===== src/rtl/srd_pkg.sv =====
`timescale 1ns/1ps
package srd_pkg;
  localparam int NUM_RATES = 9;
  localparam int CODE_W    = 4;
  localparam logic [CODE_W-1:0] CODE_MAX   = 4'd8;
  localparam logic [CODE_W-1:0] CODE_32K   = 4'd6;
  localparam logic [1:0]        MODE_AUTO  = 2'b11;

  function automatic longint rate_hz(input int idx);
    case (idx)
      0: return 64'd8000;
      1: return 64'd11025;
      2: return 64'd12000;
      3: return 64'd16000;
      4: return 64'd22050;
      5: return 64'd24000;
      6: return 64'd32000;
      7: return 64'd44100;
      default: return 64'd48000;
    endcase
  endfunction

  // Rounded count of reference cycles over 2^lg frames at rate idx
  function automatic longint nom_count(input longint ref_hz, input int lg, input int idx);
    longint num;
    num = ref_hz * (longint'(1) << lg);
    return (num + rate_hz(idx) / 2) / rate_hz(idx);
  endfunction

  function automatic longint tol_count(input longint n, input int ppm, input int margin);
    return (n * ppm) / 1000000 + longint'(margin);
  endfunction
endpackage


===== src/rtl/srd_edge_sync.sv =====
`timescale 1ns/1ps
module srd_edge_sync (
  input  logic clk,
  input  logic rst,
  input  logic async_in,
  output logic rise_o
);
  logic [2:0] sh_q;

  always_ff @(posedge clk) begin
    if (rst) begin
      sh_q   <= '0;
      rise_o <= 1'b0;
    end else begin
      sh_q   <= {sh_q[1:0], async_in};
      rise_o <= sh_q[1] & ~sh_q[2];
    end
  end
endmodule


===== src/rtl/srd_period_counter.sv =====
`timescale 1ns/1ps
module srd_period_counter #(
  parameter int FRAMES_LOG2  = 8,
  parameter int TIMEOUT_LOG2 = 20,
  parameter int CW           = 20
) (
  input  logic          clk,
  input  logic          rst,
  input  logic          edge_i,
  output logic          meas_done,
  output logic [CW-1:0] meas_count,
  output logic          timeout
);
  logic                    armed_q;
  logic [FRAMES_LOG2-1:0]  frame_q;
  logic [CW-1:0]           cnt_q;
  logic [TIMEOUT_LOG2-1:0] idle_q;
  logic [CW-1:0]           cnt_inc;

  assign cnt_inc = (cnt_q == '1) ? cnt_q : cnt_q + 1'b1;

  always_ff @(posedge clk) begin
    if (rst) begin
      armed_q    <= 1'b0;
      frame_q    <= '0;
      cnt_q      <= '0;
      idle_q     <= '0;
      meas_done  <= 1'b0;
      meas_count <= '0;
      timeout    <= 1'b0;
    end else begin
      meas_done <= 1'b0;
      timeout   <= 1'b0;
      if (!armed_q) begin
        if (edge_i) begin
          armed_q <= 1'b1;
          frame_q <= '0;
          cnt_q   <= '0;
          idle_q  <= '0;
        end
      end else if (edge_i) begin
        idle_q  <= '0;
        frame_q <= frame_q + 1'b1;
        if (frame_q == '1) begin
          meas_done  <= 1'b1;
          meas_count <= cnt_inc;
          cnt_q      <= '0;
        end else begin
          cnt_q <= cnt_inc;
        end
      end else if (idle_q == '1) begin
        timeout <= 1'b1;
        armed_q <= 1'b0;
      end else begin
        idle_q <= idle_q + 1'b1;
        cnt_q  <= cnt_inc;
      end
    end
  end


  done_vs_timeout_chk: assert property (@(posedge clk) disable iff (rst)
    meas_done |-> !timeout);


  count_nonzero_chk: assert property (@(posedge clk) disable iff (rst)
    meas_done |-> (meas_count != '0));
endmodule


===== src/rtl/srd_classifier.sv =====
`timescale 1ns/1ps
module srd_classifier
  import srd_pkg::*;
#(
  parameter longint REF_HZ      = 14_725_000,
  parameter int     FRAMES_LOG2 = 8,
  parameter int     TOL_PPM     = 200,
  parameter int     MARGIN      = 2,
  parameter int     CW          = 20
) (
  input  logic              clk,
  input  logic              rst,
  input  logic              meas_done_i,
  input  logic [CW-1:0]     meas_count_i,
  input  logic              timeout_i,
  output logic              valid_q,
  output logic [CODE_W-1:0] code_q
);
  logic [NUM_RATES-1:0] hit;
  logic                 match;
  logic [CODE_W-1:0]    enc;
  logic [CODE_W-1:0]    prev_q;
  logic                 have_prev_q;

  for (genvar i = 0; i < NUM_RATES; i++) begin : g_win
    localparam longint NOM = nom_count(REF_HZ, FRAMES_LOG2, i);
    localparam longint TOL = tol_count(NOM, TOL_PPM, MARGIN);
    localparam logic [CW-1:0] LO = CW'(NOM - TOL);
    localparam logic [CW-1:0] HI = CW'(NOM + TOL);
    assign hit[i] = (meas_count_i >= LO) && (meas_count_i <= HI);
  end

  assign match = |hit;

  always_comb begin
    enc = '0;
    for (int i = NUM_RATES - 1; i >= 0; i--) begin
      if (hit[i]) enc = CODE_W'(i);
    end
  end

  always_ff @(posedge clk) begin
    if (rst) begin
      valid_q     <= 1'b0;
      code_q      <= '0;
      prev_q      <= '0;
      have_prev_q <= 1'b0;
    end else if (timeout_i) begin
      valid_q     <= 1'b0;
      have_prev_q <= 1'b0;
    end else if (meas_done_i) begin
      if (!match) begin
        valid_q     <= 1'b0;
        have_prev_q <= 1'b0;
      end else begin
        if (have_prev_q && (prev_q == enc)) begin
          valid_q <= 1'b1;
          code_q  <= enc;
        end else begin
          valid_q <= 1'b0;
        end
        prev_q      <= enc;
        have_prev_q <= 1'b1;
      end
    end
  end


  code_range_chk: assert property (@(posedge clk) disable iff (rst)
    valid_q |-> (code_q <= CODE_MAX));


  valid_rise_chk: assert property (@(posedge clk) disable iff (rst)
    $rose(valid_q) |-> $past(meas_done_i));


  timeout_clear_chk: assert property (@(posedge clk) disable iff (rst)
    timeout_i |=> !valid_q);
endmodule


===== src/rtl/srd_rate_reg.sv =====
`timescale 1ns/1ps
module srd_rate_reg
  import srd_pkg::*;
(
  input  logic              clk,
  input  logic              rst,
  input  logic [1:0]        mode_sel,
  input  logic              host_wr,
  input  logic [CODE_W-1:0] host_data,
  input  logic              det_valid,
  input  logic [CODE_W-1:0] det_code,
  output logic [CODE_W-1:0] rate_q,
  output logic [1:0]        sub_q
);
  logic auto_mode;
  logic lock_q;
  logic host_ok;

  assign auto_mode = (mode_sel == MODE_AUTO);
  assign host_ok   = host_wr && (host_data <= CODE_MAX);

  always_ff @(posedge clk) begin
    if (rst) begin
      rate_q <= CODE_MAX;
      lock_q <= 1'b0;
      sub_q  <= '0;
    end else begin
      sub_q <= mode_sel;
      if (auto_mode) begin
        if (det_valid) rate_q <= det_code;
      end else if (host_ok) begin
        rate_q <= host_data;
        lock_q <= 1'b1;
      end else if (!lock_q && det_valid && (det_code >= CODE_32K)) begin
        rate_q <= det_code;
      end
    end
  end


  sub_addr_chk: assert property (@(posedge clk) disable iff (rst)
    !rst |=> (sub_q == $past(mode_sel)));


  auto_host_ignored_chk: assert property (@(posedge clk) disable iff (rst)
    (auto_mode && !det_valid) |=> $stable(rate_q));


  low_rate_hold_chk: assert property (@(posedge clk) disable iff (rst)
    (!auto_mode && !host_wr && det_valid && (det_code < CODE_32K)) |=> $stable(rate_q));


  host_load_chk: assert property (@(posedge clk) disable iff (rst)
    (!auto_mode && host_wr && (host_data <= CODE_MAX)) |=> (rate_q == $past(host_data)));
endmodule


===== src/rtl/sample_rate_detector.sv =====
`timescale 1ns/1ps
module sample_rate_detector
  import srd_pkg::*;
#(
  parameter longint REF_HZ       = 14_725_000,
  parameter int     FRAMES_LOG2  = 8,
  parameter int     TIMEOUT_LOG2 = 20,
  parameter int     TOL_PPM      = 200,
  parameter int     MARGIN       = 2
) (
  input  logic        clk,
  input  logic        rst,
  input  logic        ws_in,
  input  logic [1:0]  mode_sel,
  input  logic        host_wr,
  input  logic [3:0]  host_data,
  output logic [3:0]  rate_code,
  output logic        rate_valid,
  output logic [3:0]  rate_reg,
  output logic [1:0]  sub_addr
);
  localparam longint MAX_NOM = nom_count(REF_HZ, FRAMES_LOG2, 0);
  localparam longint MAX_HI  = MAX_NOM + tol_count(MAX_NOM, TOL_PPM, MARGIN);
  localparam int     CW      = $clog2(MAX_HI + 1) + 1;

  logic          ws_rise;
  logic          meas_done;
  logic [CW-1:0] meas_count;
  logic          timeout;

  srd_edge_sync u_sync (
    .clk      (clk),
    .rst      (rst),
    .async_in (ws_in),
    .rise_o   (ws_rise)
  );

  srd_period_counter #(
    .FRAMES_LOG2  (FRAMES_LOG2),
    .TIMEOUT_LOG2 (TIMEOUT_LOG2),
    .CW           (CW)
  ) u_cnt (
    .clk        (clk),
    .rst        (rst),
    .edge_i     (ws_rise),
    .meas_done  (meas_done),
    .meas_count (meas_count),
    .timeout    (timeout)
  );

  srd_classifier #(
    .REF_HZ      (REF_HZ),
    .FRAMES_LOG2 (FRAMES_LOG2),
    .TOL_PPM     (TOL_PPM),
    .MARGIN      (MARGIN),
    .CW          (CW)
  ) u_cls (
    .clk          (clk),
    .rst          (rst),
    .meas_done_i  (meas_done),
    .meas_count_i (meas_count),
    .timeout_i    (timeout),
    .valid_q      (rate_valid),
    .code_q       (rate_code)
  );

  srd_rate_reg u_reg (
    .clk       (clk),
    .rst       (rst),
    .mode_sel  (mode_sel),
    .host_wr   (host_wr),
    .host_data (host_data),
    .det_valid (rate_valid),
    .det_code  (rate_code),
    .rate_q    (rate_reg),
    .sub_q     (sub_addr)
  );


  reject_hold_chk: assert property (@(posedge clk) disable iff (rst)
    $fell(rate_valid) |-> $stable(rate_code));
endmodule


===== config.mk =====
export PLATFORM = sky130hd
export DESIGN_NAME = sample_rate_detector
export DESIGN_NICKNAME = d
export VERILOG_FILES = /design/src/rtl/srd_pkg.sv /design/src/rtl/srd_edge_sync.sv /design/src/rtl/srd_period_counter.sv /design/src/rtl/srd_classifier.sv /design/src/rtl/srd_rate_reg.sv /design/src/rtl/sample_rate_detector.sv
export SDC_FILE = /design/constraint.sdc
export NUM_CORES = 1
export LEC_CHECK = 0
export ABC_AREA = 0
export CAP_MARGIN = 10
export CORE_UTILIZATION = 53
export DETAILED_ROUTE_END_ITERATION = 7
export DONT_BUFFER_PORTS = 1
export PLACE_DENSITY = 0.68
export RECOVER_POWER = 50
export SLEW_MARGIN = 10
export SYNTH_ARGS = -nofsm -noshare
export SYNTH_HDL_FRONTEND = slang
export SYNTH_SLANG_ARGS = --single-unit

===== constraint.sdc =====
create_clock -name clk -period 3.73 [get_ports clk]
set_clock_uncertainty 0.15 [all_clocks]
set_input_delay 1.119 -clock clk [delete_from_list [all_inputs] [get_ports clk]]
set_output_delay 1.119 -clock clk [all_outputs]
set_load 0.005 [all_outputs]

# Word-level counts from Yosys, hierarchy flattened
# Index checks and enable logic that the tools add are counted.
[totals]
out_inout_bits = 11
register_bits = 92
[op_classes]
eq_ne = 7
mux = 34
addsub = 3
n_reduce_logical = 26
bitwise = 6
n_lt_le_gt_ge = 20
[op_table]
columns = ["operator", "n"]
rows = [
  ["20-bit two-way mux", 9],
  ["20-bit by 17-bit >= comparator with 1-bit output, second input constant", 3],
  ["20-bit by 18-bit >= comparator with 1-bit output, second input constant", 3],
  ["20-bit by 19-bit >= comparator with 1-bit output, second input constant", 3],
  ["20-bit by 17-bit less-or-equal comparator with 1-bit output, second input constant", 3],
  ["20-bit by 18-bit less-or-equal comparator with 1-bit output, second input constant", 3],
  ["20-bit by 19-bit less-or-equal comparator with 1-bit output, second input constant", 3],
  ["4-bit two-way mux", 13],
  ["20-bit by 1-bit adder with 20-bit output, second input constant", 2],
  ["20-bit == test, second input constant", 2],
  ["8-bit two-way mux", 3],
  ["1-bit logical AND", 13],
  ["1-bit two-way mux", 9],
  ["9-bit OR reduction", 1],
  ["8-bit by 1-bit adder with 8-bit output, second input constant", 1],
  ["8-bit == test, second input constant", 1],
  ["2-bit AND reduction", 3],
  ["3-bit AND reduction", 2],
  ["3-bit OR reduction", 2],
  ["1-bit inverter", 5],
  ["4-bit == test", 1],
  ["4-bit by 3-bit >= comparator with 1-bit output, second input constant", 1],
  ["4-bit less-or-equal comparator, second input constant", 1],
  ["2-bit != test, second input constant", 2],
  ["7 further kinds", 7],
]

# Logic depth before layout (Yosys ltp)
[depth]
ltp_word = 15
depth_mapped = 10
depth_no_buf = 9

# Modules after synthesis
# A second synthesis with hierarchy kept.
[unflattened]
cells_unflattened = 756
hier_area_um2 = 5905.7
[modules_own_cells]
columns = ["mod", "seq_area_each_um2", "area_each_um2", "n_inst", "cells_per_inst"]
rows = [
  ["srd_period_counter", 1421.4, 3565.9, 1, 433],
  ["srd_classifier", 200.2, 1896.8, 1, 274],
  ["srd_rate_reg", 140.1, 331.6, 1, 41],
  ["srd_edge_sync", 80.1, 111.4, 1, 8],
]

# Worst setup path after synthesis
# No wires, ideal clock.
[synth_path]
path_type = "reg-to-reg"
start = "register u_cnt.meas_count[19]"
end = "register u_cls.code_q[0]"
n_path_buf = 1
arrival_time_ps = 2362
setup_ps = 148
path_slack_ps = 1071
t_required_ps = 3432
stages_incl_launch_ff = 10
period_less_slack_ps = 2659
path_cell_list = "dfxtp_1 -> buf_6 -> or2_4 -> or4b_4 -> nor3_1 -> o2bb2ai_1 -> o31a_1 -> o211a_1 -> nor4bb_4 -> a211oi_1"
[synth_between]
elab_chain_len = 14
word_cells_on_any_way = 40
cone_classes = "order compare (18); eq/ne (1); mux (9); reduce/logical (12)"
[synth_rtl]
columns = ["element", "line_no", "rtl"]
rows = [
  ["start: declaration", "srd_period_counter.sv:11", "output logic [CW-1:0] meas_count,"],
  ["start signal: assignment", "srd_period_counter.sv:46", "meas_count <= cnt_inc;"],
  ["20-bit by 17-bit >= comparator with 1-bit output / 20-bit by 17-bit less-or-equal comparator with 1-bit output (equally long branches)", "srd_classifier.sv:30", "assign hit[i] = (meas_count_i >= LO) && (meas_count_i <= HI);"],
  ["1-bit logical AND", "srd_classifier.sv:30", ""],
  ["4-bit two-way mux (9 in a row)", "srd_classifier.sv:38", "if (hit[i]) enc = CODE_W'(i);"],
  ["4-bit == test", "srd_classifier.sv:56", "if (have_prev_q && (prev_q == enc)) begin"],
  ["1-bit logical AND", "srd_classifier.sv:56", ""],
  ["4-bit AND reduction (no line)", "--", ""],
  ["end signal: assignment", "srd_classifier.sv:58", "code_q <= enc;"],
  ["end: declaration", "srd_classifier.sv:17", "output logic [CODE_W-1:0] code_q"],
]
# Several ways; a longest one is shown, not always the timed one.
# A chain may end at the register's enable or synchronous reset.

# Worst setup path in the final report
[layout_path]
start = "register u_cnt.meas_count[16]"
end = "register u_cls.code_q[0]"
# Same word-level chain as after synthesis.

==> flow_summary.toml <==
[detailed_routing]
routed_wl_um = 12300
drt-met1-wl_um = 5930
met2_length_um = 5600
first_iter_violations = 240
drc = 0
maxUsedRoutingLayer = "met4"
via_per_inst = 6.23
wire_per_inst_um = 16.2
wl_met3_um = 544
first_pass_iters = 5
dr_total_vias = 4735
antenna_left = 0

[cts]
htree_levels = 3
clk_pin_slew_worst_paths_ns = 0.10
cts_buffer_depth = 2
numCtsBuffers = 9
cts_setup_buffers = 0
postCtsHoldBufs = 0
cts_tree = "done"
cts_num_sinks = 92
clock_latency_ns = 0.36
clockRootBuffer = "clkbuf_8"
post_cts_resized = 0

[worst_setup_path]
worstSetupPathType = "reg2reg"
crit_arrival_ns = 3.24
crit_slowest_cell = "dfxtp_1"
crit_path_max_incr_delay_ns = 0.61
worst_ep_required_time_ns = 3.80
crit_fanout = 13
reg2reg_from = "u_cnt.meas_count[16]$_SDFFE_PP0P_"
cp_cell_sequence = "nand3b_2 -> o211ai_1 -> or4_1 -> o211a_1 -> nor4_1 -> o211a_1 -> nor4bb_4 -> a211oi_1"
cp-end-kind = "flip-flop"
startpoint_type = "flip-flop"
rrSetupSlack_ns = 0.56
cp-endpoint = "u_cls.code_q[0]$_SDFFE_PP0P_"
reg2reg_depth = 8
r2r-end = "u_cls.code_q[0]$_SDFFE_PP0P_"
cp_common_cell = "o211a_1"
crit_start = "u_cnt.meas_count[16]$_SDFFE_PP0P_"

[sta]
worst_slew_pin_slew_ns = 1.33
fin_ws_ns = 0.559
tns_ns = 0
fin_crit_sh_pct = 85.0
worst_slew_margin_rel_pct = 11.1
fmax_ghz = 0.315
drv_slew = 0
final-setup-viol-count = 0
hold_violations = 0
min_period_ns = 3.17
grt_setup_unrepaired = "false"

[floorplan]
core-area_um2 = 9420
start_util_pct = 55.5
die_w_um = 101
io_pins = 21
rows = 35
dieArea_um2 = 10300
chipHeight_um = 101

[min_path]
worstHoldPathType = "reg2reg"
hold_path_startpoint = "u_sync.sh_q[2]$_SDFF_PP0_"

[global_routing]
grt_max_degree = 52
gr-total-overflow = 0
antenna_found_initial = 0
grt_pass1_vias = 4287
grt_usage_pct = 24.7
grt_pass1_wl_um = 20400

[placed_design]
pre_cts_ws_ns = 0.602
place_congestion = 0.930
placed_cell_area_um2 = 5250
hpwl_um = 8610
portBuffers = 0

[run]
max_cap_violations = 0

[synth]
ys_warn_count = 0
yosys_most_used_dff = "dfxtp_1"
syn_avg_cell_area_um2 = 8.03
async_flop_share_pct = 0
synth-edff-count = 0
syn_inst = 651
ys_seq_elements = 92
synth_cell_types = 76
ys_seq_area_share_pct = 35.2
synth_area_um2 = 5230
synthesis.nets = 664

[power_and_ir_drop]
peakVddDrop_uv = 201
power.density_nw_per_um2 = 315
leakage_uw = 0.00165

[layout]
post-route-util_pct = 57.7
nFillCells = 894
drive_gt1_share_pct = 6.34
diodes = 0
final_cell_area_um2 = 5430
fin_nets = 639
area_delta_synth_final_pct = 3.90

[status]
status = "finished clean"
state kept, by name, summed over array words and instances (netlist names):
name / count
u_cls.code_q: 4
u_cls.have_prev_q: 1
u_cls.prev_q: 4
u_cls.valid_q: 1
u_cnt.armed_q: 1
u_cnt.cnt_q: 20
u_cnt.frame_q: 8
u_cnt.idle_q: 20
u_cnt.meas_count: 20
u_cnt.meas_done: 1
u_cnt.timeout: 1
u_reg.lock_q: 1
u_reg.rate_q: 4
u_reg.sub_q: 2
u_sync.rise_o: 1
u_sync.sh_q: 3
cells in the final DEF, fill, tap and decap left out, types with 17 or more instances in the layout:
master and n:
nand4_1 18, dfxtp_1 92, nor2_1 76, nand3_1 27, inv_1 17, o21ai_0 33, xor2_1 19, a211oi_1 17
a21oi_1 44, nand2_1 64, nor3_1 17
power by group:
group	internal, uW	leakage [uW]	switching [uW]
clock network	270	0.000103	407
logic	11.6	0.000804	26.5
registers	990	0.000743	5.34
cell usage after synthesis (4+ instances only):
master / count / area, um^2
dfxtp_1: 92 / 1840
nor2_1: 76 / 285
nand2_1: 64 / 240
a21oi_1: 44 / 220
o21ai_0: 33 / 165
nand3_1: 27 / 135
clkbuf_1: 25 / 93.8
xor2_1: 19 / 166
nand4_1: 18 / 113
a211oi_1: 17 / 128
inv_1: 17 / 63.8
nor3_1: 17 / 85.1
xnor2_1: 16 / 140
a311oi_1: 13 / 114
buf_2: 12 / 60.1
or3_1: 10 / 62.6
a31oi_1: 9 / 56.3
nor2b_1: 9 / 56.3
o211ai_1: 8 / 60.1
and4_1: 7 / 61.3
nand4b_1: 7 / 61.3
nand2b_1: 6 / 37.5
nor4_1: 6 / 37.5
mux2i_1: 5 / 50.1
nor3b_1: 5 / 37.5
o31ai_1: 5 / 37.5
a21o_1: 4 / 30.0
a22oi_1: 4 / 30.0
o211a_1: 4 / 40.0
or4_1: 4 / 30.0
metal layers:
| layer | up-vias | track usage [%] |
|---|---|---|
| met3 | 19 | 3.31 |
| met2 | 137 | 39.0 |
| li1 | 2344 | - |
| met5 | - | 0 |
| met1 | 2235 | 34.3 |
| met4 | 0 | 9.48 |
worst min path at each step:
stage | cells after the start | slack (ns) | end
4_1_cts | 1 | 0.25 | u_sync.rise_o$_SDFF_PP0_
2_1_floorplan | 1 | 0.22 | u_sync.rise_o$_SDFF_PP0_
6_report | 1 | 0.24 | u_sync.rise_o$_SDFF_PP0_
3_5_place_dp | 1 | 0.23 | u_sync.rise_o$_SDFF_PP0_
3_3_place_gp | 1 | 0.22 | u_sync.rise_o$_SDFF_PP0_
5_1_grt | 1 | 0.27 | u_sync.rise_o$_SDFF_PP0_
cell type report:
cell class | count | area [um^2] | share of cell area (%)
multi-input cells | 501 | 3140 | 57.7
flip-flops and latches | 92 | 1840 | 33.9
well taps | 129 | 161 | 2.97
clock buffers | 9 | 124 | 2.28
clock inverters | 7 | 76.3 | 1.40
inverters | 17 | 63.8 | 1.17
repair buffers | 5 | 30.0 | 0.553
kinds of logic (layout without fill, tap and decap cells):
kind of cell	after synthesis	after routing	synth area share, %
xor gates and xnor gates	35	35	5.86
DFF	92	92	35.2
and+or+nand+nor	285	285	29.5
muxes	7	7	1.39
buffers and inverters	58	38	4.67
adders and majority gates	3	3	0.718
AOI/OAI and AO/OA	171	171	22.7
through the flow:
step                power, uW  hold slack, ns  cells
finish                   1710           0.242    760
global route             1780           0.265    760
CTS                      1730           0.246    760
floorplan                1050           0.217    651
detailed placement       1060           0.232    744
global placement         1060           0.223    744
critical path: cells and delay by family (launching register included):
kind | cells | cell delay, ns
AO/OA/AOI/OAI | 4 | 0.78
flip-flops | 1 | 0.61
AND/OR/NAND/NOR | 4 | 1.48
Note: power is estimated with default switching activity, not from simulation.
